===== src/rtl/tod_pkg.sv =====
package tod_pkg;
  localparam int unsigned MULT_W = 5;

  typedef enum logic [1:0] {
    ADDR_TIME_LO = 2'd0,
    ADDR_TIME_HI = 2'd1,
    ADDR_STEP_LO = 2'd2,
    ADDR_STEP_HI = 2'd3
  } reg_addr_e;

  typedef enum logic [1:0] {
    SPD_FAST = 2'd0,
    SPD_MID  = 2'd1,
    SPD_SLOW = 2'd2,
    SPD_HALT = 2'd3
  } speed_e;

  function automatic logic [MULT_W-1:0] speed_mult(speed_e s);
    case (s)
      SPD_FAST: speed_mult = MULT_W'(1);
      SPD_MID:  speed_mult = MULT_W'(2);
      SPD_SLOW: speed_mult = MULT_W'(20);
      default:  speed_mult = '0;
    endcase
  endfunction
endpackage


===== src/rtl/tod_regif.sv =====
module tod_regif #(
  parameter int unsigned REG_W = 32,
  localparam int unsigned WIDE_W = 2 * REG_W
) (
  input  logic              clk_i,
  input  logic              rst_ni,
  input  logic              wr_i,
  input  logic              rd_i,
  input  logic [1:0]        addr_i,
  input  logic [REG_W-1:0]  wdata_i,
  input  logic [WIDE_W-1:0] time_i,
  input  logic [WIDE_W-1:0] base_i,
  output logic [REG_W-1:0]  rdata_o,
  output logic              time_ld_o,
  output logic [WIDE_W-1:0] time_val_o,
  output logic              step_ld_o,
  output logic [WIDE_W-1:0] step_val_o
);
  import tod_pkg::*;

  reg_addr_e   addr;
  logic [REG_W-1:0] time_lo_q, step_lo_q, snap_hi_q, rdata_q;

  assign addr = reg_addr_e'(addr_i);

  // staged low words, committed by the high-word write
  always_ff @(posedge clk_i or negedge rst_ni) begin
    if (!rst_ni) begin
      time_lo_q <= '0;
      step_lo_q <= '0;
    end else if (wr_i) begin
      if (addr == ADDR_TIME_LO) time_lo_q <= wdata_i;
      if (addr == ADDR_STEP_LO) step_lo_q <= wdata_i;
    end
  end

  assign time_ld_o  = wr_i && (addr == ADDR_TIME_HI);
  assign time_val_o = {wdata_i, time_lo_q};
  assign step_ld_o  = wr_i && (addr == ADDR_STEP_HI);
  assign step_val_o = {wdata_i, step_lo_q};

  always_ff @(posedge clk_i or negedge rst_ni) begin
    if (!rst_ni) begin
      rdata_q   <= '0;
      snap_hi_q <= '0;
    end else if (rd_i) begin
      case (addr)
        ADDR_TIME_LO: begin
          rdata_q   <= time_i[REG_W-1:0];
          snap_hi_q <= time_i[WIDE_W-1:REG_W];
        end
        ADDR_TIME_HI: rdata_q <= snap_hi_q;
        ADDR_STEP_LO: rdata_q <= base_i[REG_W-1:0];
        default:      rdata_q <= base_i[WIDE_W-1:REG_W];
      endcase
    end
  end

  assign rdata_o = rdata_q;
endmodule


===== src/rtl/tod_rate.sv =====
module tod_rate #(
  parameter int unsigned STEP_W = 64,
  parameter logic [STEP_W-1:0] BASE_STEP = 64'h0000_0001_9999_9999
) (
  input  logic              clk_i,
  input  logic              rst_ni,
  input  logic [1:0]        speed_i,
  input  logic              ld_i,
  input  logic [STEP_W-1:0] ld_val_i,
  output logic [STEP_W-1:0] base_o,
  output logic [STEP_W-1:0] step_o
);
  import tod_pkg::*;

  localparam int unsigned PROD_W = STEP_W + MULT_W;

  logic [STEP_W-1:0] base_q, step_q;
  logic [MULT_W-1:0] mult;
  logic [PROD_W-1:0] prod;

  assign mult = speed_mult(speed_e'(speed_i));
  assign prod = PROD_W'(base_q) * PROD_W'(mult);

  always_ff @(posedge clk_i or negedge rst_ni) begin
    if (!rst_ni) begin
      base_q <= BASE_STEP;
      step_q <= BASE_STEP;
    end else begin
      if (ld_i) base_q <= ld_val_i;
      // reloaded every edge so speed changes follow on the next tick
      step_q <= prod[STEP_W-1:0];
    end
  end

  assign base_o = base_q;
  assign step_o = step_q;
endmodule


===== src/rtl/tod_accum.sv =====
module tod_accum #(
  parameter int unsigned TIME_W = 64,
  parameter int unsigned FRAC_W = 32,
  parameter int unsigned STEP_W = 64,
  localparam int unsigned ACC_W = TIME_W + FRAC_W
) (
  input  logic              clk_i,
  input  logic              rst_ni,
  input  logic              en_i,
  input  logic              ld_i,
  input  logic [TIME_W-1:0] ld_val_i,
  input  logic [STEP_W-1:0] step_i,
  output logic [TIME_W-1:0] time_o
);
  logic [ACC_W-1:0] acc_q;

  always_ff @(posedge clk_i or negedge rst_ni) begin
    if (!rst_ni)    acc_q <= '0;
    else if (ld_i)  acc_q <= {ld_val_i, {FRAC_W{1'b0}}};
    else if (en_i)  acc_q <= acc_q + ACC_W'(step_i);
  end

  assign time_o = acc_q[ACC_W-1:FRAC_W];
endmodule


===== src/rtl/tod_counter.sv =====
module tod_counter #(
  parameter int unsigned REG_W = 32,
  parameter int unsigned FRAC_W = 32,
  parameter logic [2*REG_W-1:0] BASE_STEP = 64'h0000_0001_9999_9999,
  localparam int unsigned TIME_W = 2 * REG_W,
  localparam int unsigned STEP_W = 2 * REG_W
) (
  input  logic              clk_i,
  input  logic              rst_ni,
  input  logic              en_i,
  input  logic [1:0]        speed_i,
  input  logic              reg_wr_i,
  input  logic              reg_rd_i,
  input  logic [1:0]        reg_addr_i,
  input  logic [REG_W-1:0]  reg_wdata_i,
  output logic [REG_W-1:0]  reg_rdata_o,
  output logic [TIME_W-1:0] time_o
);
  logic              time_ld, step_ld;
  logic [TIME_W-1:0] time_val;
  logic [STEP_W-1:0] step_val, base_step, eff_step;

  tod_regif #(.REG_W(REG_W)) u_regif (
    .clk_i      (clk_i),
    .rst_ni     (rst_ni),
    .wr_i       (reg_wr_i),
    .rd_i       (reg_rd_i),
    .addr_i     (reg_addr_i),
    .wdata_i    (reg_wdata_i),
    .time_i     (time_o),
    .base_i     (base_step),
    .rdata_o    (reg_rdata_o),
    .time_ld_o  (time_ld),
    .time_val_o (time_val),
    .step_ld_o  (step_ld),
    .step_val_o (step_val)
  );

  tod_rate #(.STEP_W(STEP_W), .BASE_STEP(BASE_STEP)) u_rate (
    .clk_i    (clk_i),
    .rst_ni   (rst_ni),
    .speed_i  (speed_i),
    .ld_i     (step_ld),
    .ld_val_i (step_val),
    .base_o   (base_step),
    .step_o   (eff_step)
  );

  tod_accum #(.TIME_W(TIME_W), .FRAC_W(FRAC_W), .STEP_W(STEP_W)) u_accum (
    .clk_i    (clk_i),
    .rst_ni   (rst_ni),
    .en_i     (en_i),
    .ld_i     (time_ld),
    .ld_val_i (time_val),
    .step_i   (eff_step),
    .time_o   (time_o)
  );
endmodule


===== config.mk =====
export PLATFORM = sky130hd
export DESIGN_NAME = tod_counter
export DESIGN_NICKNAME = d
export VERILOG_FILES = /design/src/rtl/tod_pkg.sv /design/src/rtl/tod_regif.sv /design/src/rtl/tod_rate.sv /design/src/rtl/tod_accum.sv /design/src/rtl/tod_counter.sv
export SDC_FILE = /design/constraint.sdc
export NUM_CORES = 1
export LEC_CHECK = 0
export CAP_MARGIN = 25
export CORE_ASPECT_RATIO = 1.4
export CORE_MARGIN = 5
export CORE_UTILIZATION = 60
export CTS_BUF_LIST = sky130_fd_sc_hd__clkbuf_8 sky130_fd_sc_hd__clkbuf_16
export CTS_CLUSTER_DIAMETER = 150
export DETAILED_ROUTE_END_ITERATION = 16
export DONT_BUFFER_PORTS = 1
export HOLD_SLACK_MARGIN = 0.15
export MAX_ROUTING_LAYER = met4
export PLACE_DENSITY = 0.76
export SLEW_MARGIN = 20
export SYNTH_ARGS = -nofsm -noshare
export SYNTH_HDL_FRONTEND = slang
export SYNTH_SLANG_ARGS = --single-unit

===== constraint.sdc =====
create_clock -name clk_i -period 5.46 [get_ports clk_i]
set_input_delay 0.819 -clock clk_i [delete_from_list [all_inputs] [get_ports clk_i]]
set_output_delay 0.819 -clock clk_i [all_outputs]
set_load 0.01 [all_outputs]

==> results of run 1 <==
==> worst max-delay path by stage <==
stage	start	end
finish	speed_i[1]	u_rate.step_o[57]$_DFF_PN0_
global route	u_rate.base_o[19]$_DFFE_PN1P_	u_rate.step_o[62]$_DFF_PN0_
CTS	speed_i[1]	u_rate.step_o[57]$_DFF_PN0_
detailed placement	speed_i[1]	u_rate.step_o[57]$_DFF_PN0_
global placement	speed_i[1]	u_rate.step_o[57]$_DFF_PN0_
floorplan	speed_i[1]	u_rate.step_o[60]$_DFF_PN0_
==> final cells by class <==
cell class	count	area (um2)	area share, %
Antenna cell	2	5.00	0.0172
Clock buffer	43	1020	3.51
Clock inverter	27	285	0.982
Inverter	258	968	3.33
Multi-Input combinational cell	1967	16400	56.4
Sequential cell	352	8850	30.5
Tap cell	611	764	2.63
Timing Repair Buffer	97	766	2.63
==> per-layer routing <==
layer / vias to the layer above / wire [um] / GRT usage (%)
met5: - / 0 / -
met4: 0 / 8350 / 26.4
met3: 313 / 5410 / 6.99
met2: 783 / 42400 / 58.6
met1: 10400 / 29300 / 37.3
li1: 9371 / - / -
==> cells by family (layout without fill, tap and decap cells) <==
family	Yosys count	after routing
compound gates	564	564
fa+ha+maj	309	309
buf+inv	457	425
mux	266	266
simple gates	681	681
xor+xnor	147	147
other cells	0	2
flops	352	352
==> power groups by stage <==
| stage | Combinational [mW] | Sequential [mW] | Clock, mW |
|---|---|---|---|
| 2_1_floorplan | 5.85 | 4.09 | 0 |
| 3_3_place_gp | 7.26 | 4.87 | 0 |
| 3_5_place_dp | 7.37 | 4.88 | 0 |
| 4_1_cts | 7.43 | 4.85 | 2.74 |
| 5_1_grt | 8.27 | 4.92 | 2.84 |
| 6_report | 7.50 | 4.87 | 2.71 |
==> critical path: cells and delay by family <==
kind	cells	cell delay [ns]
adder cells (fa/ha/maj)	4	1.63
buffers and inverters	4	0.51
AO/OA/AOI/OAI	6	1.20
XOR/XNOR	1	0.15
AND/OR/NAND/NOR	4	1.18
==> cells in the mapped netlist (7+ instances only) <==
cell,count
dfrtp_1,318
inv_1,257
nand2_1,213
a21oi_1,193
mux2_2,191
ha_1,189
and2_1,142
o21ai_0,134
nor2_1,129
fa_1,120
clkbuf_1,100
xor2_1,74
xnor2_1,73
buf_4,65
a21o_1,64
nand4_1,51
mux2i_1,43
dfstp_2,34
mux4_2,32
o21bai_1,22
a31oi_1,21
and3_1,21
o21ai_1,21
buf_2,18
nor3_1,18
or3_1,17
nand2b_1,16
nand3_1,15
nor2b_1,15
o21a_1,15
o2111ai_1,12
nor3b_1,11
and4_1,10
a211oi_1,7
a21boi_0,7
buf_1,7
==> state kept, by name, summed over array words and instances, names as in the netlist <==
| register | count |
|---|---|
| u_regif.step_lo_q | 32 |
| u_regif.rdata_o | 32 |
| u_rate.base_o | 64 |
| u_rate.step_o | 64 |
| u_accum.acc_q | 96 |
| u_regif.time_lo_q | 32 |
| u_regif.snap_hi_q | 32 |
==> metrics by stage <==
step,setup WS (ns),setup TNS [ns],std cells,power (mW)
after detailed placement,-0.212,-0.566,3285,12.3
after CTS,0.384,0,3355,15.0
after global placement,-0.0726,-0.0726,3284,12.1
after global routing,0.150,0,3356,16.0
after floorplan,0.258,0,2776,9.94
final,0.397,0,3357,15.1
==> results.toml, run 1 <==
[detailed_routing]
drtPass1Iterations = 6
wl_um = 85400
num_vias = 20900
wire_per_inst_um = 25.5
postRouteAntennaNets = 0
drtIter0Drc = 1363
viasPerCell = 6.22
drc = 0

[worst_setup_path]
cp_common_cell = "a21oi_1"
critPathMaxFanout = 26
critPathLaunchType = "input pin"
reg2reg_to = "u_rate.step_o[62]$_DFF_PN0_"
r2r_cells = 16
crit_required_ns = 5.91
arrival_ns = 5.52
path_cells = "nor2b_4, buf_12, buf_4, and2_1, ha_1, fa_1, inv_1, fa_1, inv_1, ha_1, a21oi_1, o21bai_1, a21oi_1, nor4bb_1, nor2_1, a31o_2, a21oi_1, o21bai_1, xor2_1"
worstSetupPathType = "in -> reg"
slowest_delay_ns = 0.70
cp-end-kind = "flip-flop"
rrSetupSlack_ns = 0.48
worstReg2RegStart = "u_rate.base_o[19]$_DFFE_PN1P_"
cpMaxStageDelayCell = "nor4bb_1"

[finish]
fin_nets = 3064
drive_gt1_share_pct = 16.5
final_common_cell = "dfrtp_1"
final.fill_count = 3557
utilization_pct = 64.6
mostFrequentLayoutCells = "dfrtp_1, inv_1, nand2_1"
final_cell_area_um2 = 29100
syn2layout_area_growth_pct = 6.68

[synth]
synth-edff-count = 0
synth_xor_area_share_pct = 4.73
synth_top_family_by_area = "adder cells"
synth_top_area_share_pct = 29.2
async_flop_share_pct = 100
synthMuxAreaShare_pct = 12.1
synth_cells = 2776
ys_top_cells_by_area = "dfrtp_1, fa_1, ha_1, mux2_2, a21oi_1"
avgSynthCellArea_um2 = 9.81
synth.cell_area_um2 = 27200
yosys.area_share.simple_pct = 12.6
seq_area_frac_synth_pct = 32.5
yosys_warnings = 0
synth_compound_area_share_pct = 13.0
synthAdderAreaFrac_pct = 17.5
ys_types = 89
synth_top_flop_cell = "dfrtp_1"
synth_fp_nets = 3126
ys_seq_elements = 352
synth_largest_area_cell = "dfrtp_1"

[floorplanning]
die_y_um = 262
dieWidth_um = 190
boundaryPins = 137
coreArea_um2 = 45000
start_util_pct = 60.5
die_area_um2 = 49800
rows = 92

[power]
p_leak_nw = 13.7
p_sw_mw = 6.85
swShare_pct = 45.4
ir_drop_v = 0.000360
p_int_mw = 8.24
power.density_nw_per_um2 = 519
p_comb_share_pct = 49.7
seqPwrFrac_pct = 32.3
clockPowerShare_pct = 18.0

[place]
placed_area_um2 = 27800
gp_congestion = 1.08
portBuffers = 0
place_hpwl_um = 67100

[grt]
grt_overflow = 0
grt_pass1_vias = 21700
grt_pass1_wl_um = 130000
grt_use_total_pct = 35.3
grt_max_degree = 353
grt_antenna_before_repair = 1

[clock_tree]
cts.sinks = 352
postCtsSetupBuffers = 0
clkLatencyLatePin_ns = 0.59
htree_num_levels = 2
clk_path_buf_depth = 3
cts_buffers = 38
cts.root.buffer_cell = "clkbuf_16"
cts_tree = "built"
cts_resized = 0
clk_pin_slew_ns = 0.06

[outcome]
violations = "hold timing, slew limit"
status = "complete, but fails checks"

[sta]
clock-skew-final_ns = 0.0203
slew_headroom_pct = -16.4
period_needed_ns = 5.06
drv_slew = 120
fmax_mhz = 198
finalSetupViolCount = 0
fin_crit_sh_pct = 92.7
holdWs_ns = -0.0390
rsz0062_at_grt = "no"
finalHoldViolCount = 9
tightest_slew_ns = 1.75

[min_path]
hp-class = "in -> async"

[job]
cap_violations = 0
Note: power is estimated with default switching activity, not from simulation.
==> run 2, diff against run 1 <==
--- a/config.mk
+++ b/config.mk
@@ -15,7 +15,7 @@
 export DONT_BUFFER_PORTS = 1
 export HOLD_SLACK_MARGIN = 0.15
 export MAX_ROUTING_LAYER = met4
-export PLACE_DENSITY = 0.76
+export PLACE_DENSITY = 0.77
 export SLEW_MARGIN = 20
 export SYNTH_ARGS = -nofsm -noshare
 export SYNTH_HDL_FRONTEND = slang
==> results.toml, run 2 (synthesis results as in run 1) <==
[finish]
final_common_cell = "dfrtp_1"
final_cell_area_um2 = 29100
fin_nets = 3089
mostFrequentLayoutCells = "dfrtp_1, inv_1, nand2_1"
largest_reg_flops = 96
syn2layout_area_growth_pct = 6.99
regMostFlops = "u_accum.acc_q"
drive_gt1_share_pct = 17.2

[clock_tree]
postCtsSetupBuffers = 0
clk_path_buf_depth = 3
cts.root.buffer_cell = "clkbuf_16"
htree_num_levels = 2
cts_buffers = 37
cts_tree = "built"
clkLatencyLatePin_ns = 0.57
clk_pin_slew_ns = 0.08
cts.sinks = 352
cts_resized = 0

[sta]
finalHoldViolCount = 0
tightest_slew_ns = 1.49
clock-skew-final_ns = 0.0408
fmax_mhz = 196
slew_headroom_pct = 0.792
rsz0062_at_grt = "no"
fin_crit_sh_pct = 93.4
worst_slack_ns = 0.358
drv_slew = 0
tns_ns = 0
finalSetupViolCount = 0
period_needed_ns = 5.10

[grt]
grt_max_degree = 353
grt_pass1_wl_um = 132000
grt_use_total_pct = 36.0
grt_antenna_before_repair = 1
grt_pass1_vias = 22100
grt_overflow = 0

[worst_setup_path]
crit_required_ns = 5.95
cpMaxStageDelayCell = "fa_1"
worstSetupPathType = "in -> reg"
worst-path-buf-inv = 4
critPathMaxFanout = 37
crit_family = "compound AO/OA/AOI/OAI gates"
slowest_delay_ns = 0.56
cp-end-kind = "flip-flop"
arrival_ns = 5.60
critPathLaunchType = "input pin"
path_cells = "nor2b_4, buf_12, buf_4, and2_1, ha_1, fa_1, inv_1, fa_1, inv_1, ha_1, a21oi_1, o22ai_1, a211o_1, or2_4, a31oi_4, o31ai_4, a311oi_1, o21ai_1, a21oi_1, xnor2_1"

[min_path]
hp-class = "in -> async"

[floorplanning]
die_area_um2 = 49800
rows = 92
die_y_um = 262
dieWidth_um = 190
boundaryPins = 137
coreArea_um2 = 45000
start_util_pct = 60.5

[power]
p_leak_nw = 13.8
ir_drop_v = 0.000358
seqPwrFrac_pct = 32.2
p_comb_share_pct = 51.2
swShare_pct = 46.1
power.total_mw = 15.0
power.density_nw_per_um2 = 514
p_int_mw = 8.07
p_sw_mw = 6.90
clockPowerShare_pct = 16.6

[detailed_routing]
drtPass1Iterations = 7
wire_per_inst_um = 25.8
drtIter0Drc = 1545
num_vias = 21100
drc = 0
wl_um = 87200
postRouteAntennaNets = 0
viasPerCell = 6.24

[place]
gp_congestion = 1.11
portBuffers = 0
place_hpwl_um = 69000
placed_area_um2 = 27900
pre_cts_slack_ns = -0.121

[outcome]
status = "finished clean"

[job]
cap_violations = 0
[run 2: cell count changes in the layout (fill, tap and decap cells not counted), sizes merged]
cell,previous run,this run
buf,97,123
bufinv,4,1
clkbuf,43,38
clkinv,10,13
clkinvlp,3,6
[run 2: power by group through the flow]
stage	clock [mW]	combinational, mW	sequential [mW]
after detailed placement	0	7.50	4.82
final	2.49	7.67	4.82
after global routing	2.62	8.38	4.86
after floorplan	0	5.85	4.09
after global placement	0	7.37	4.81
after CTS	2.52	7.56	4.79
[run 2: metal layers]
metal / vias to the layer above / global-route usage, % / share of wire [%]
met5: - / - / 0
met4: 0 / 27.8 / 10
met3: 324 / 5.77 / 6.1
met2: 908 / 60.5 / 50
met1: 10500 / 37.7 / 34
li1: 9398 / - / -
[run 2: path summary, 6_finish.rpt]
check / startpoint / endpoint / slack (ns) / depth (start not counted)
min reg2reg: u_regif.time_lo_q[2]$_DFFE_PN0P_ / u_accum.acc_q[34]$_DFFE_PN0P_ / 0.48 / 2
max: speed_i[1] / u_rate.step_o[56]$_DFF_PN0_ / 0.36 / 20
max reg2reg: u_rate.base_o[4]$_DFFE_PN1P_ / u_rate.step_o[56]$_DFF_PN0_ / 0.51 / 19
min: rst_ni / u_accum.acc_q[20]$_DFFE_PN0P_ / 0.006 / 0
min in group clk_i: reg_wdata_i[26] / u_accum.acc_q[90]$_DFFE_PN0P_ / 0.38 / 2
max in group asynchronous: rst_ni / u_regif.rdata_o[17]$_DFFE_PN0P_ / 4.32 / 0
[run 2: cell type report]
class                   count  area, um2
inverters                 258        968
flip-flops and latches    352       8850
repair buffers            123        973
diodes                      2       5.00
clock inverters            30        240
clock buffers              38        940
fillers                  3621      15900
multi-input cells        1967      16400
well taps                 611        764
[run 2: stage by stage]
step           util (%)  hold WS (ns)  std cells
2_1_floorplan         -         0.445       2776
3_3_place_gp       62.0         0.455       3308
3_5_place_dp       62.0         0.467       3308
4_1_cts            64.6       -0.0581       3376
5_1_grt            64.8       -0.0214       3380
6_report           64.8       0.00590       3381
